$ cat config.mk
export PLATFORM = sky130hd
export DESIGN_NAME = vcmp_cond_top
export DESIGN_NICKNAME = d
export VERILOG_FILES = /design/src/rtl/vcmp_pkg.sv /design/src/rtl/vcmp_fp_order.sv /design/src/rtl/vcmp_lane.sv /design/src/rtl/vcmp_ubank.sv /design/src/rtl/vcmp_eval.sv /design/src/rtl/vcmp_cond_top.sv
export SDC_FILE = /design/constraint.sdc
export NUM_CORES = 1
export LEC_CHECK = 0
export ABC_CLOCK_PERIOD_IN_PS = 1400
export BUFFER_PORTS_ARGS = -buffer_cell sky130_fd_sc_hd__buf_4
export CAP_MARGIN = 40
export CORE_MARGIN = 2
export CORE_UTILIZATION = 44
export CTS_BUF_LIST = sky130_fd_sc_hd__clkbuf_4
export CTS_CLUSTER_SIZE = 24
export DETAILED_ROUTE_END_ITERATION = 7
export PLACE_DENSITY = 0.82
export SLEW_MARGIN = 20
export SYNTH_ARGS = -nofsm -noshare
export SYNTH_HDL_FRONTEND = slang
export SYNTH_HIERARCHICAL = 1
export SYNTH_SLANG_ARGS = --single-unit
export TNS_END_PERCENT = 20
$ cat constraint.sdc
create_clock -name clk -period 1.4 [get_ports clk]
set_input_delay 0.07 -clock clk [delete_from_list [all_inputs] [get_ports clk]]
set_output_delay 0.07 -clock clk [all_outputs]
set_load 0.05 [all_outputs]
$ cat src/rtl/vcmp_pkg.sv
package vcmp_pkg;
  localparam logic [2:0] OP_EQ = 3'd0;
  localparam logic [2:0] OP_NE = 3'd1;
  localparam logic [2:0] OP_LT = 3'd2;
  localparam logic [2:0] OP_LE = 3'd3;
  localparam logic [2:0] OP_GT = 3'd4;
  localparam logic [2:0] OP_GE = 3'd5;

  typedef enum logic [1:0] {
    MODE_ANY = 2'd0,
    MODE_ALL = 2'd1,
    MODE_X   = 2'd2,
    MODE_Y   = 2'd3
  } comb_mode_e;
endpackage

$ cat src/rtl/vcmp_fp_order.sv
module vcmp_fp_order #(
  parameter int EXP_W = 8,
  parameter int MAN_W = 23
) (
  input  logic [EXP_W+MAN_W:0] opa,
  input  logic [EXP_W+MAN_W:0] opb,
  output logic                 unord,
  output logic                 eq,
  output logic                 lt_ab,
  output logic                 lt_ba
);
  localparam int W   = EXP_W + MAN_W + 1;
  localparam int MAG = W - 1;

  logic a_nan, b_nan, a_zero, b_zero;

  assign a_nan  = (&opa[W-2:MAN_W]) && (|opa[MAN_W-1:0]);
  assign b_nan  = (&opb[W-2:MAN_W]) && (|opb[MAN_W-1:0]);
  assign a_zero = ~|opa[MAG-1:0];
  assign b_zero = ~|opb[MAG-1:0];
  assign unord  = a_nan | b_nan;

  // strict ordering of two ordered values; signed zeros handled by caller
  function automatic logic below(input logic [W-1:0] x, input logic [W-1:0] y);
    logic r;
    if (x[W-1] != y[W-1])
      r = x[W-1];
    else if (!x[W-1])
      r = x[MAG-1:0] < y[MAG-1:0];
    else
      r = x[MAG-1:0] > y[MAG-1:0];
    return r;
  endfunction

  always_comb begin
    eq    = 1'b0;
    lt_ab = 1'b0;
    lt_ba = 1'b0;
    if (!unord) begin
      if (a_zero && b_zero) begin
        eq = 1'b1;
      end else begin
        eq    = (opa == opb);
        lt_ab = below(opa, opb);
        lt_ba = below(opb, opa);
      end
    end
  end
endmodule

$ cat src/rtl/vcmp_lane.sv
module vcmp_lane
  import vcmp_pkg::*;
#(
  parameter int EXP_W = 8,
  parameter int MAN_W = 23
) (
  input  logic                 clk,
  input  logic                 rst_n,
  input  logic                 stb,
  input  logic [EXP_W+MAN_W:0] opa,
  input  logic [EXP_W+MAN_W:0] opb,
  input  logic [2:0]           op,
  output logic                 flag
);
  logic unord, eq, lt_ab, lt_ba, result;

  vcmp_fp_order #(.EXP_W(EXP_W), .MAN_W(MAN_W)) u_order (
    .opa   (opa),
    .opb   (opb),
    .unord (unord),
    .eq    (eq),
    .lt_ab (lt_ab),
    .lt_ba (lt_ba)
  );

  // greater forms are the less forms with the operands swapped
  always_comb begin
    case (op)
      OP_EQ:   result = eq;
      OP_NE:   result = ~eq;
      OP_LT:   result = lt_ab;
      OP_LE:   result = lt_ab | eq;
      OP_GT:   result = lt_ba;
      OP_GE:   result = lt_ba | eq;
      default: result = 1'b0;
    endcase
  end

  always_ff @(posedge clk or negedge rst_n) begin
    if (!rst_n)   flag <= 1'b0;
    else if (stb) flag <= result;
  end

  a_r1_flag_reset: assert property (@(posedge clk) !rst_n |=> !flag)
    else $error("R1 flag not cleared by reset");
  a_r6_flag_hold: assert property (@(posedge clk) disable iff (!rst_n)
    !stb |=> $stable(flag))
    else $error("R6 flag moved without strobe");
  a_r4_nan_false: assert property (@(posedge clk) disable iff (!rst_n)
    (stb && unord && op != OP_NE) |=> !flag)
    else $error("R4 NaN compare not false");
  a_r4_nan_ne: assert property (@(posedge clk) disable iff (!rst_n)
    (stb && unord && op == OP_NE) |=> flag)
    else $error("R4 NaN not-equal not true");
  a_r5_undef_op: assert property (@(posedge clk) disable iff (!rst_n)
    (stb && op > OP_GE) |=> !flag)
    else $error("R5 reserved operator not false");
endmodule

$ cat src/rtl/vcmp_ubank.sv
module vcmp_ubank #(
  parameter int NUM   = 16,
  parameter int IDX_W = $clog2(NUM)
) (
  input  logic             clk,
  input  logic             rst_n,
  input  logic             wr_en,
  input  logic [IDX_W-1:0] wr_idx,
  input  logic             wr_val,
  input  logic [IDX_W-1:0] rd_idx,
  output logic             rd_val
);
  logic [NUM-1:0] bits_q;

  always_ff @(posedge clk or negedge rst_n) begin
    if (!rst_n)     bits_q <= '0;
    else if (wr_en) bits_q[wr_idx] <= wr_val;
  end

  assign rd_val = bits_q[rd_idx];

  a_r1_bank_reset: assert property (@(posedge clk) !rst_n |=> (bits_q == '0))
    else $error("R1 uniform bank not cleared");
  a_r10_write_lands: assert property (@(posedge clk) disable iff (!rst_n)
    wr_en |=> (bits_q[$past(wr_idx)] == $past(wr_val)))
    else $error("R10 write did not land");
  a_r10_no_write_hold: assert property (@(posedge clk) disable iff (!rst_n)
    !wr_en |=> $stable(bits_q))
    else $error("R10 bank changed without write");
endmodule

$ cat src/rtl/vcmp_eval.sv
module vcmp_eval
  import vcmp_pkg::*;
(
  input  logic       clk,
  input  logic       rst_n,
  input  logic [1:0] flags,
  input  logic       ref_x,
  input  logic       ref_y,
  input  logic [1:0] mode,
  input  logic       use_uni,
  input  logic       uni_val,
  output logic       take
);
  logic test_x, test_y, flag_take;

  assign test_x = ~(flags[0] ^ ref_x);
  assign test_y = ~(flags[1] ^ ref_y);

  always_comb begin
    case (comb_mode_e'(mode))
      MODE_ANY: flag_take = test_x | test_y;
      MODE_ALL: flag_take = test_x & test_y;
      MODE_X:   flag_take = test_x;
      default:  flag_take = test_y;
    endcase
  end

  assign take = use_uni ? uni_val : flag_take;

  a_r8_all_needs_both: assert property (@(posedge clk) disable iff (!rst_n)
    (!use_uni && mode == 2'd1 && take) |-> (flags[0] == ref_x && flags[1] == ref_y))
    else $error("R8 AND mode took branch on a mismatch");
  a_r8_any_miss_both: assert property (@(posedge clk) disable iff (!rst_n)
    (!use_uni && mode == 2'd0 && !take) |-> (flags[0] != ref_x && flags[1] != ref_y))
    else $error("R8 OR mode refused with a match");
endmodule

$ cat src/rtl/vcmp_cond_top.sv
module vcmp_cond_top #(
  parameter int EXP_W    = 8,
  parameter int MAN_W    = 23,
  parameter int NUM_BOOL = 16,
  parameter int FW       = EXP_W + MAN_W + 1,
  parameter int BI_W     = $clog2(NUM_BOOL)
) (
  input  logic            clk,
  input  logic            rst_n,
  input  logic            cmp_stb,
  input  logic [FW-1:0]   src_a_x,
  input  logic [FW-1:0]   src_a_y,
  input  logic [FW-1:0]   src_b_x,
  input  logic [FW-1:0]   src_b_y,
  input  logic [2:0]      op_x,
  input  logic [2:0]      op_y,
  input  logic [1:0]      cond_mode,
  input  logic            ref_x,
  input  logic            ref_y,
  input  logic            use_bool,
  input  logic [BI_W-1:0] bool_sel,
  input  logic            bool_we,
  input  logic [BI_W-1:0] bool_widx,
  input  logic            bool_wval,
  output logic            take_branch,
  output logic            flag_x,
  output logic            flag_y
);
  localparam int LANES = 2;

  logic [LANES-1:0][FW-1:0] lane_a, lane_b;
  logic [LANES-1:0][2:0]    lane_op;
  logic [LANES-1:0]         flags;
  logic                     uni_bit;

  assign lane_a  = {src_a_y, src_a_x};
  assign lane_b  = {src_b_y, src_b_x};
  assign lane_op = {op_y, op_x};

  for (genvar g = 0; g < LANES; g++) begin : g_lane
    vcmp_lane #(.EXP_W(EXP_W), .MAN_W(MAN_W)) u_lane (
      .clk   (clk),
      .rst_n (rst_n),
      .stb   (cmp_stb),
      .opa   (lane_a[g]),
      .opb   (lane_b[g]),
      .op    (lane_op[g]),
      .flag  (flags[g])
    );
  end

  vcmp_ubank #(.NUM(NUM_BOOL), .IDX_W(BI_W)) u_bank (
    .clk    (clk),
    .rst_n  (rst_n),
    .wr_en  (bool_we),
    .wr_idx (bool_widx),
    .wr_val (bool_wval),
    .rd_idx (bool_sel),
    .rd_val (uni_bit)
  );

  vcmp_eval u_eval (
    .clk     (clk),
    .rst_n   (rst_n),
    .flags   (flags),
    .ref_x   (ref_x),
    .ref_y   (ref_y),
    .mode    (cond_mode),
    .use_uni (use_bool),
    .uni_val (uni_bit),
    .take    (take_branch)
  );

  assign flag_x = flags[0];
  assign flag_y = flags[1];
endmodule

* Word level (Yosys, flattened, before mapping)
Cells that the tools add are included.
** Cells by class
- Magnitude comparators :: 11
- Equality and inequality tests :: 18
- Mux-type cells :: 29
- Bitwise gates (word level) :: 14
- Reduce and logical (&&, ||, !) cells :: 26
** Operators by type and width (number)
- $gt A31 B31 Y1 :: 4
- $lt A31 B31 Y1 :: 4
- $reduce_or A31 Y1 :: 4
- $reduce_or A23 Y1 :: 4
- $eq A32 B32 Y1 :: 2
- $reduce_and A8 Y1 :: 4
- $mux W1 :: 23
- $bwmux W16 :: 1
- $eq A3 B2 Y1 const B :: 4
- $eq A3 B3 Y1 const B :: 4
- $pmux W1 S6 :: 2
- $lt A4 B5 Y1 const B :: 2
- $logic_and A1 B1 Y1 :: 7
- $or A1 B1 Y1 :: 7
- $eq A3 B1 Y1 const B :: 2
- $logic_not A3 Y1 :: 2
- $bmux W1 S4 :: 1
- $demux W1 S4 :: 1
- $ge A4 B1 Y1 const B :: 1
- $logic_not A1 Y1 :: 4
- $ne A1 B1 Y1 :: 4
- $not A1 Y1 :: 4
- $pmux W1 S3 :: 1
- $eq A2 B1 Y1 const B :: 1
- 4 further kinds :: 5
** Storage, ports and cells
- Bits in registers :: 18
- Input bits :: 152
- Word-level logic and storage cells :: 101

* Depth between registers and ports, before layout
Gate-level depths: netlist of run 1.
- Word-level depth :: 7
- Depth in mapped cells :: 12
- Mapped depth without buffers :: 12

* By module
The synthesis of run 1 kept the hierarchy.
** By module, submodules not included
- vcmp_fp_order :: times used 2, cells an instance 152, area an instance 1052.3 um^2
- vcmp_ubank :: times used 1, cells an instance 65, area an instance 862.1 um^2
- vcmp_lane :: times used 2, cells an instance 12, area an instance 95.1 um^2
- vcmp_eval :: times used 1, cells an instance 7, area an instance 47.5 um^2

* Worst setup path after synthesis of run 1
Ideal clock, no wire load.
- Kind :: input to register
- Start :: input port src_a_x[29]
- End :: register g_lane[0].u_lane.flag
- Setup time :: 80 ps
- Arrival time :: 2131 ps
- Path slack :: -812 ps
- Stages :: 12
- Cell sequence :: inv_1 > ha_1 > and4_1 > nand2_2 > or4_4 > a31oi_4 > a22oi_2 > a221oi_1 > nor2b_1 > o21ai_2 > a21oi_1 > nor3_2
** On the way
- Word-level cells in the longest chain between the ends :: 7
- Elaborated cells between the ends (all ways) :: 25
- Classes of those cells :: 4 x order compare; 1 x eq/ne; 11 x mux; 4 x bitwise; 5 x reduce/logical
** Ends and longest elaborated chain
- from (decl) :: line vcmp_cond_top.sv:11 : input logic [FW-1:0] src_a_x,
- $lt A31 B31 Y1 (tied with other cells) :: line vcmp_fp_order.sv:29 : r = x[MAG-1:0] < y[MAG-1:0];
- $mux W1 / $logic_not A1 Y1 (equally long branches) :: line vcmp_fp_order.sv:28, vcmp_fp_order.sv:19
- $mux W1 / $logic_and A1 B1 Y1 (equally long branches) :: line vcmp_fp_order.sv:26, vcmp_fp_order.sv:40
- $mux W1 :: line vcmp_fp_order.sv:40 : if (a_zero && b_zero) begin
- $mux W1 * :: line vcmp_fp_order.sv:39 : if (!unord) begin
- named net g_lane[0].u_lane.lt_ba :: line vcmp_lane.sv:15 : logic unord, eq, lt_ab, lt_ba, result;
- $or A1 B1 Y1 :: line vcmp_lane.sv:34 : OP_GE: result = lt_ba | eq;
- $pmux W1 S6 * :: line vcmp_lane.sv:28 : case (op)
- to (signal assigned) :: line vcmp_lane.sv:41 : else if (stb) flag <= result;
- to (decl) :: line vcmp_lane.sv:13 : output logic flag
The timed path passes the listed nets; every way through them passes the cells marked *.
A chain may end at the register's enable or synchronous reset.

* Worst setup path after layout of run 1
- Start :: input port src_a_y[25]
- End :: register g_lane[1].u_lane.flag
** On the way
- Word-level cells in the longest chain between the ends :: 7
- Elaborated cells between the ends (all ways) :: 25
- Classes of those cells :: 4 x order compare; 1 x eq/ne; 11 x mux; 4 x bitwise; 5 x reduce/logical
** Ends and longest elaborated chain
- from (decl) :: line vcmp_cond_top.sv:12 : input logic [FW-1:0] src_a_y,
- $lt A31 B31 Y1 (tied with other cells) :: line vcmp_fp_order.sv:29
- $mux W1 / $logic_not A1 Y1 (equally long branches) :: line vcmp_fp_order.sv:28, vcmp_fp_order.sv:19
- $mux W1 / $logic_and A1 B1 Y1 (equally long branches) :: line vcmp_fp_order.sv:26, vcmp_fp_order.sv:40
- $mux W1 :: line vcmp_fp_order.sv:40
- $mux W1 * :: line vcmp_fp_order.sv:39
- named net g_lane[1].u_lane.lt_ab :: line vcmp_lane.sv:15
- $or A1 B1 Y1 :: line vcmp_lane.sv:32 : OP_LE: result = lt_ab | eq;
- $pmux W1 S6 * :: line vcmp_lane.sv:28
- to (signal assigned) :: line vcmp_lane.sv:41
- to (decl) :: line vcmp_lane.sv:13
Marked as above.

==> out/results.tsv, run 1 <==
stage	metric	value	unit
status	outcome	complete, but fails checks	
status	violations	negative setup slack	
global_route	antenna_found_initial	0	
global_route	grt_overflow	0	
placement	place_congestion	0.860	
timing	rsz0062_at_grt	yes	
yosys	synth_edf_count	0	
yosys	ys_types	41	
placement	place_ws	-1.01	ns
yosys	seq_area_frac_synth	0.141	
worst_setup_path	max_stage_delay	0.52	ns
yosys	netlist_area	0.00320	mm^2
timing	period_needed	2.03	ns
worst_setup_path	worstPathArrival	2.25	ns
final_layout	fillers	568	
clock_tree	clk_path_buf_depth	2	
detailed_routing	drt_iter0_markers	158	
yosys	netlist_top_cells_count	66 x inv_1, 62 x ha_1, 30 x a21oi_1, 30 x nor4_1, 29 x nand2_1	
yosys	ys_ff_latch	18	
timing	slew_viol_final	0	
floorplanning	die_area	0.00798	mm^2
run	maxCapViolations	0	
power	ir_worst_vdd	0.000666	V
power	power_leakage	2.54	nW
worst_setup_path	start_kind	input pin	
yosys	syn_avg_cell_area	8.01	um^2
yosys	yosys_warnings	6	
clock_tree	cts_buffers	3	
clock_tree	insertion_delay	0.29	ns
yosys	synth_top_area_frac	0.242	
min_path	hold_end	g_lane[0].u_lane/flag$_DFFE_PN0P_	
placement	place_inst	700	
final_layout	drive_gt1_frac	0.499	
min_path	min-delay-path-class	input pin to flop	
yosys	synth.area.top_cells	ha_1 24%, dfrtp_1 14%, inv_1 7.7%, nor4_1 5.9%, mux2_2 5.6%	
timing	clock_skew	0	ns
worst_setup_path	reg2reg_from	g_lane[0].u_lane/flag$_DFFE_PN0P_	
yosys	async_flop_share	1.00	
global_route	grt_max_degree	19	
global_route	grtUsageTotal	0.258	
floorplanning	io_pins	155	
timing	setup_ws	-0.635	ns
yosys	synth_top_flop_cell	dfrtp_1	
placement	dp_hpwl	9.36	mm
clock_tree	ctsHtreeMaxLevel	1	
yosys	synthCells	400	
worst_setup_path	crit_type	input pin to flop	
final_layout	multiInputGateArea	0.00280	mm^2
timing	tightest_slew	0.413	ns
placement	io_buffers	154	
worst_setup_path	crit_chain	buf_4 -> inv_2 -> ha_4 -> and4_1 -> nand2_2 -> or4_4 -> a31oi_4 -> a22oi_2 -> a221oi_2 -> nor2b_1 -> o21ai_2 -> a21oi_2 -> nor3_2	
global_route	grt_pass1_vias	3823	
detailed_routing	routed_wl	11.0	mm
clock_tree	cts.sinks	18	
detailed_routing	ant_nets	0	
worst_setup_path	r2r-end	g_lane[0].u_lane/flag$_DFFE_PN0P_	
final_layout	num_antenna_cells	0	
final_layout	fin_nets	826	
clock_tree	clkSlewWorstSetupHoldPaths	0.10	ns
final_layout	layoutNonFillerInstCount	710	
worst_setup_path	path_max_fanout	2	
floorplanning	core	0.00714	mm^2
worst_setup_path	required	1.62	ns
worst_setup_path	rr_worst_depth	3	
timing	slew_headroom	0.724	
timing	hold_viol_final	0	
final_layout	area_delta_synth_final	64.7	%
worst_setup_path	cp-end-kind	flop	
yosys	yosysTopAreaCell	ha_1	
detailed_routing	via_per_inst	5.60	
clock_tree	cts_tree	done	
floorplanning	fp.dieW	89.3	um
timing	clock.fmax	491	MHz
timing	final-setup-viol-count	3	
worst_setup_path	cp_slowest_cell	or4_4	
min_path	hold_start	op_x[0]	
timing	holdWs	0.0230	ns
detailed_routing	drc	0	
power	power.total	0.00256	W
final_layout	register_area	450	um^2
min_path	whs_path_depth	3	
power	cellPowerDensity	485	mW/mm^2
worst_setup_path	r2r_slack	0.47	ns
detailed_routing	vias	3973	
floorplanning	initial_core_util	0.449	
detailed_routing	dr.pass1.iters	5	
global_route	grt_pass1_wl	16.6	mm
clock_tree	clockRootBuffer	clkbuf_4	
timing	fin_crit_sh	1.45	
floorplanning	die_h	89.3	um
detailed_routing	wl_per_cell	15.5	um
floorplanning	placementRows	31	
yosys	synth_nets	614	
yosys	yosysMostFrequentCell	inv_1	
[placed cells by master, fill, tap and decap left out, types with 7 or more instances in the layout]
master / instances
inv_2: 11
buf_4: 201
a21oi_1: 27
dfrtp_1: 18
ha_1: 42
inv_1: 45
nand3_1: 13
nor2_1: 23
nor3_1: 7
inv_4: 8
ha_4: 20
nor4_1: 30
mux2_2: 16
nand3b_1: 10
nand2_1: 28
nand4_1: 18
[metrics by stage]
step | area [um^2] | setup TNS (ns) | util
after floorplan | 3470 | -1.59 | -
after CTS | 5170 | -1.80 | 0.724
after global routing | 5280 | -2.15 | 0.739
final | 5280 | -1.87 | 0.739
after detailed placement | 5100 | -2.32 | 0.715
after global placement | 5100 | -2.18 | 0.715
[metal layers]
metal  routed length, um  up-vias  global-route usage
met5                   0        -                   0
met4                 269        0              0.0583
met3                 670       30              0.0157
met2                5800      171               0.511
met1                4250     1845               0.299
li1                    -     1927                   -
[registers in the layout (all words and copies together), names as in the netlist]
signal,flops
g_lane.u_lane/flag,2
u_bank/bits_q,16
[timing repair]
action / in CTS / in global routing
hold endpoints to repair: 18 / 0
endpoints found under the setup margin: 3 / 3
resized for setup: 12 / 19
buffers inserted: 2 / 3
pin swaps: 15 / 17
hold buffers: 1 / 0
[final cells by class]
type / instances / share of cell area
timing repair buffer: 208 / 0.301
sequential: 18 / 0.0853
clock buffer: 3 / 0.00427
inverter: 66 / 0.0536
multi-input combinational: 315 / 0.531
tap: 99 / 0.0235
clock inverter: 1 / 0.000711
[cell families after synthesis]
| kind of cell | share of synthesized area |
|---|---|
| AND/OR/NAND/NOR | 0.279 |
| multiplexers | 0.0984 |
| AO/OA/AOI/OAI | 0.151 |
| buffers and inverters | 0.0785 |
| adder cells (fa/ha/maj) | 0.242 |
| flip-flops | 0.141 |
| XOR/XNOR | 0.0109 |
[worst max-delay path, delay by kind of cell]
family | cells | cell delay, ns
simple gates | 5 | 1.06
compound gates | 5 | 0.72
fa+ha+maj | 1 | 0.26
buf+inv | 2 | 0.13
[report_power, final]
group	leakage, nW	switching (W)	internal, W	total [W]
registers	0.220	0.0000716	0.000636	0.000708
clock network	0.0154	0.000162	0.000104	0.000265
logic	2.31	0.000710	0.000875	0.00159
[worst max-delay path by stage]
stage | slack, ns | cells past startpoint | endpoint | start
3_5_place_dp | -1.01 | 13 | g_lane[1].u_lane/flag$_DFFE_PN0P_ | src_a_y[16]
4_1_cts | -0.64 | 5 | take_branch | u_bank/bits_q[15]$_DFFE_PN0P_
6_report | -0.63 | 13 | g_lane[1].u_lane/flag$_DFFE_PN0P_ | src_a_y[25]
5_1_grt | -0.74 | 12 | g_lane[0].u_lane/flag$_DFFE_PN0P_ | src_b_x[19]
2_1_floorplan | -0.69 | 12 | g_lane[0].u_lane/flag$_DFFE_PN0P_ | src_a_x[30]
3_3_place_gp | -0.93 | 13 | g_lane[1].u_lane/flag$_DFFE_PN0P_ | src_a_y[16]
(Power assumes the default switching activity.)
==> inputs of run 2 (changes only) <==
Settings changed: CORE_ASPECT_RATIO set to 0.75, SKIP_CTS_REPAIR_TIMING set to 1.
==> out/results.tsv, run 2 (synthesis results as in run 1) <==
stage	metric	value	unit	change
floorplanning	fp.dieW	103	um	+15%
final_layout	num_antenna_cells	0		unchanged
timing	hold_viol_final	0		unchanged
global_route	grt_pass1_wl	17.8	mm	+7.1%
timing	slew_viol_final	0		unchanged
worst_setup_path	worstPathArrival	2.36	ns	+0.11 ns
worst_setup_path	r2r_slack	0.47	ns	about the same
worst_setup_path	path_max_fanout	3		+1
clock_tree	ctsHtreeMaxLevel	1		unchanged
power	power_leakage	2.60	nW	+2.4%
min_path	min-delay-path-class	input pin to flop		
timing	slew_headroom	0.653		-0.0712
detailed_routing	ant_nets	0		unchanged
timing	fin_crit_sh	1.53		+0.0775
floorplanning	die_h	77.9	um	-13%
timing	period_needed	2.14	ns	+0.108 ns
final_layout	drive_gt1_frac	0.491		-0.00804
floorplanning	core	0.00693	mm^2	-2.9%
timing	clock_skew	0	ns	unchanged
detailed_routing	vias	3975		+0.050%
worst_setup_path	crit_chain	buf_6 -> ha_4 -> nand4_1 -> buf_4 -> or4_4 -> a31oi_4 -> a22oi_2 -> a221oi_2 -> nor2b_1 -> o21ai_2 -> a21oi_2 -> nor3_2		
final_layout	fillers	518		-8.8%
detailed_routing	wl_per_cell	15.7	um	+1.5%
clock_tree	cts.sinks	18		unchanged
floorplanning	die_area	0.00799	mm^2	about the same
status	violations	negative setup slack		
final_layout	regMostFlops	u_bank/bits_q		
placement	dp_hpwl	9.82	mm	+4.9%
final_layout	final_common_cell	buf_4		
final_layout	register_area	450	um^2	unchanged
detailed_routing	drt_iter0_markers	107		-32%
detailed_routing	routed_wl	11.3	mm	+2.8%
timing	setup_ws	-0.743	ns	-0.108 ns
global_route	grt_overflow	0		unchanged
clock_tree	insertion_delay	0.29	ns	about the same
clock_tree	cts_buffers	3		unchanged
final_layout	largest_reg_flops	16		unchanged
floorplanning	placementRows	26		-16%
timing	rsz0062_at_grt	yes		
timing	final-setup-viol-count	3		unchanged
floorplanning	initial_core_util	0.462		+0.0135
detailed_routing	dr.pass1.iters	4		-1
clock_tree	clkSlewWorstSetupHoldPaths	0.09	ns	about the same
final_layout	multiInputGateArea	0.00278	mm^2	-0.89%
placement	placed_area	0.00520	mm^2	+1.9%
status	outcome	complete, but fails checks		
timing	clock.fmax	467	MHz	-5.1%
run	maxCapViolations	0		unchanged
worst_setup_path	start_kind	input pin		
clock_tree	clk_path_buf_depth	2		unchanged
final_layout	reg_top3	u_bank/bits_q: 16 flops, g_lane.u_lane/flag: 2 flops		
global_route	grt_max_degree	19		unchanged
power	ir_worst_vdd	0.000856	V	+29%
worst_setup_path	crit_type	input pin to flop		
floorplanning	io_pins	155		unchanged
power	cellPowerDensity	478	mW/mm^2	-1.5%
worst_setup_path	max_stage_delay	0.49	ns	-0.03 ns
clock_tree	clockRootBuffer	clkbuf_4		
final_layout	layout_common_cells	209 x buf_4, 50 x inv_1, 45 x ha_1		
timing	tightest_slew	0.519	ns	+0.106 ns
final_layout	fin_nets	836		+1.2%
global_route	grt_pass1_vias	3966		+3.7%
placement	place_congestion	0.925		+7.5%
placement	io_buffers	154		unchanged
final_layout	area_delta_synth_final	66.6	%	
worst_setup_path	cp-end-kind	flop		
detailed_routing	drc	0		unchanged
final_layout	fin_area	0.00534	mm^2	+1.1%
global_route	grtUsageTotal	0.270		+0.0126
worst_setup_path	required	1.62	ns	about the same
clock_tree	cts_tree	done		
power	power.total	0.00255	W	-0.34%
worst_setup_path	cp_slowest_cell	or4_4		
detailed_routing	via_per_inst	5.53		-1.2%
global_route	antenna_found_initial	0		unchanged
## run 2: changes by cell type in the layout (fill, tap and decap cells not counted), moves of 2 or more
cell | previous run | this run
buf_4 | 201 | 209
inv_1 | 45 | 50
inv_2 | 11 | 6
ha_1 | 42 | 45
ha_4 | 20 | 17
o21ai_1 | 5 | 3
## run 2: area by class of cell
class,instances,area share
multi-input combinational,315,0.521
clock buffer,3,0.00422
timing repair buffer,218,0.314
inverter,66,0.0530
sequential,18,0.0844
tap,98,0.0230
clock inverter,1,0.000703
## run 2: power breakdown
group	leakage (nW)	switching, W	internal, W
clock network	0.0154	0.000154	0.000104
registers	0.220	0.0000741	0.000637
logic	2.37	0.000706	0.000875
total	2.60	0.000935	0.00162
## run 2: path summary, 6_finish.rpt
check / from / end / cells past startpoint
max in group asynchronous: rst_n / u_bank/bits_q[9]$_DFFE_PN0P_ / 2
worst min-delay path: op_y[0] / g_lane[1].u_lane/flag$_DFFE_PN0P_ / 3
worst min register to register: u_bank/bits_q[11]$_DFFE_PN0P_ / u_bank/bits_q[11]$_DFFE_PN0P_ / 1
worst max-delay path: src_b_x[22] / g_lane[0].u_lane/flag$_DFFE_PN0P_ / 12
worst max register to register: g_lane[1].u_lane/flag$_DFFE_PN0P_ / g_lane[1].u_lane/flag$_DFFE_PN0P_ / 3
min in group asynchronous: rst_n / u_bank/bits_q[11]$_DFFE_PN0P_ / 2
## run 2: layer usage
layer	vias up	GRT usage	wire [um]
met4	0	0.0613	214
li1	1946	-	-
met5	-	0	0
met2	155	0.466	5430
met3	22	0.0333	786
met1	1852	0.359	4870
## run 2: metrics by stage
step / utilization / cells / hold WS [ns] / TNS (ns) / setup slack [ns]
floorplan: - / 400 / -0.226 / -1.59 / -0.688
global placement: 0.750 / 712 / -0.0531 / -2.34 / -1.12
detailed placement: 0.750 / 712 / -0.0505 / -2.47 / -1.22
CTS: 0.754 / 716 / -0.374 / -2.22 / -0.929
global route: 0.770 / 719 / 0.0454 / -2.33 / -0.886
finish: 0.770 / 719 / 0.0499 / -1.94 / -0.743
## run 2: worst max-delay path: cells and delay by family
family,cells,cell delay (ns)
buffers and inverters,2,0.32
adders and majority gates,1,0.26
AOI/OAI and AO/OA,5,0.76
and+or+nand+nor,4,0.93
==> inputs of run 3 (changes only) <==
Settings changed: HOLD_SLACK_MARGIN set to 0.05.
==> out/results.tsv, run 3 (synthesis results as in run 1) <==
stage	metric	value	unit	change
timing	rsz0062_at_grt	yes		
final_layout	largest_reg_flops	16		unchanged
min_path	min-delay-path-class	input pin to flop		
clock_tree	clockRootBuffer	clkbuf_4		
clock_tree	cts.sinks	18		unchanged
floorplanning	fp.dieW	103	um	unchanged
status	outcome	complete, but fails checks		
clock_tree	cts_buffers	3		unchanged
timing	slew_viol_final	0		unchanged
floorplanning	io_pins	155		unchanged
timing	setup_ws	-0.725	ns	+0.0186 ns
timing	hold_viol_final	0		unchanged
global_route	grt_use_met3	0.0333		unchanged
timing	slew_headroom	0.651		-0.00220
final_layout	fin_nets	837		+0.12%
detailed_routing	dr.pass1.iters	4		unchanged
detailed_routing	via_per_inst	5.51		-0.34%
global_route	busiest_layer	met2		
final_layout	drive_gt1_frac	0.490		-0.000790
placement	dp_hpwl	9.82	mm	unchanged
worst_setup_path	crit_type	input pin to flop		
final_layout	area_delta_synth_final	66.9	%	
clock_tree	ctsHtreeMaxLevel	1		unchanged
timing	final-setup-viol-count	3		unchanged
worst_setup_path	start_kind	input pin		
global_route	grt_pass1_vias	3966		unchanged
worst_setup_path	r2r-end	g_lane[1].u_lane/flag$_DFFE_PN0P_		
clock_tree	insertion_delay	0.29	ns	about the same
timing	fin_crit_sh	1.52		-0.0133
detailed_routing	routed_wl	11.3	mm	+0.26%
floorplanning	die_area	0.00799	mm^2	unchanged
global_route	grt_pass1_wl	17.8	mm	unchanged
worst_setup_path	worstPathArrival	2.34	ns	-0.02 ns
global_route	grt_max_degree	19		unchanged
power	power.total	0.00255	W	about the same
timing	clock_skew	0	ns	unchanged
placement	io_buffers	154		unchanged
final_layout	num_antenna_cells	0		unchanged
final_layout	final_common_cell	buf_4		
clock_tree	clk_path_buf_depth	2		unchanged
timing	clock.fmax	471	MHz	+0.88%
worst_setup_path	path_max_fanout	3		unchanged
detailed_routing	wl_per_cell	15.7	um	+0.12%
worst_setup_path	crit_start	src_b_x[22]		
timing	period_needed	2.12	ns	-0.0186 ns
detailed_routing	ant_nets	0		unchanged
floorplanning	die_h	77.9	um	unchanged
global_route	grt_overflow	0		unchanged
clock_tree	clkSlewWorstSetupHoldPaths	0.09	ns	about the same
timing	holdWs	0.0910	ns	+0.0411 ns
detailed_routing	drt_iter0_markers	128		+20%
worst_setup_path	max_stage_delay	0.49	ns	about the same
global_route	met1_usage	0.359		unchanged
worst_setup_path	reg2reg_from	g_lane[1].u_lane/flag$_DFFE_PN0P_		
timing	tightest_slew	0.522	ns	+0.00329 ns
power	power_leakage	2.61	nW	+0.16%
clock_tree	cts_tree	done		
global_route	global_route.usage.met2	0.466		unchanged
worst_setup_path	cp_slowest_cell	or4_4		
power	cellPowerDensity	477	mW/mm^2	about the same
worst_setup_path	crit_chain	buf_6 -> ha_4 -> nand4_1 -> buf_4 -> or4_4 -> a31oi_4 -> a22oi_2 -> a221oi_2 -> nor2b_1 -> o21ai_2 -> a21oi_2 -> nor3_2		
final_layout	layout_common_cells	209 x buf_4, 50 x inv_1, 45 x ha_1		
floorplanning	initial_core_util	0.462		unchanged
worst_setup_path	cp-end-kind	flop		
placement	place_congestion	0.925		unchanged
worst_setup_path	rr_worst_depth	3		unchanged
status	violations	negative setup slack		
worst_setup_path	crit_path_end	g_lane[0].u_lane/flag$_DFFE_PN0P_		
run	maxCapViolations	0		unchanged
final_layout	reg_top3	u_bank/bits_q: 16 flops, g_lane.u_lane/flag: 2 flops		
worst_setup_path	required	1.62	ns	about the same
global_route	grtUsageTotal	0.270		unchanged
final_layout	regMostFlops	u_bank/bits_q		
worst_setup_path	r2r_slack	0.47	ns	about the same
global_route	antenna_found_initial	0		unchanged
floorplanning	placementRows	26		unchanged
power	ir_worst_vdd	0.000854	V	-0.23%
floorplanning	core	0.00693	mm^2	unchanged
detailed_routing	drc	0		unchanged
detailed_routing	vias	3967		-0.20%
## run 3: cell count changes in the layout (fill, tap and decap cells not counted), sizes merged
cell	change
dlygate4sd3	+1
## run 3: layer usage
layer  wire length, um  up-vias  part of all wire
li1                  -     1949                 -
met1              4880     1846              0.43
met2              5430      148              0.48
met3               767       24             0.068
met4               246        0             0.022
met5                 0        -                 0
## run 3: final cells by class
type                            instances  area [um^2]
Clock inverter                          1         3.75
Tap cell                               98          123
Timing Repair Buffer                  219         1690
Sequential cell                        18          450
Fill cell                             518         1580
Inverter                               66          283
Clock buffer                            3         22.5
Multi-Input combinational cell        315         2780
## run 3: power by group
part	total (W)	switching, W	internal, W
Sequential	0.000710	0.0000734	0.000637
Clock	0.000258	0.000154	0.000104
Combinational	0.00158	0.000708	0.000877
Total	0.00255	0.000936	0.00162
## run 3: critical path: cells and delay by family
kind | cells | cell delay (ns)
buffers and inverters | 2 | 0.32
AOI/OAI and AO/OA | 5 | 0.76
adders and majority gates | 1 | 0.26
and+or+nand+nor | 4 | 0.93
## run 3: worst min-delay path by stage
stage	startpoint	end	slack, ns	depth (start not counted)
after floorplan	rst_n	g_lane[0].u_lane/flag$_DFFE_PN0P_	-0.23	0
after global placement	rst_n	u_bank/bits_q[11]$_DFFE_PN0P_	-0.05	1
after detailed placement	rst_n	u_bank/bits_q[11]$_DFFE_PN0P_	-0.05	1
after CTS	rst_n	u_bank/bits_q[11]$_DFFE_PN0P_	-0.37	1
after global routing	op_x[0]	g_lane[0].u_lane/flag$_DFFE_PN0P_	0.1	3
final	op_x[0]	g_lane[0].u_lane/flag$_DFFE_PN0P_	0.09	3
## run 3: stage by stage
step | std cells | setup TNS [ns] | area [um^2] | setup WS [ns] | utilization
6_report | 720 | -1.93 | 5350 | -0.725 | 0.772
5_1_grt | 720 | -2.30 | 5350 | -0.856 | 0.772
4_1_cts | 716 | -2.22 | 5230 | -0.929 | 0.754
3_5_place_dp | 712 | -2.47 | 5200 | -1.22 | 0.750
3_3_place_gp | 712 | -2.34 | 5200 | -1.12 | 0.750
2_1_floorplan | 400 | -1.59 | 3470 | -0.688 | -
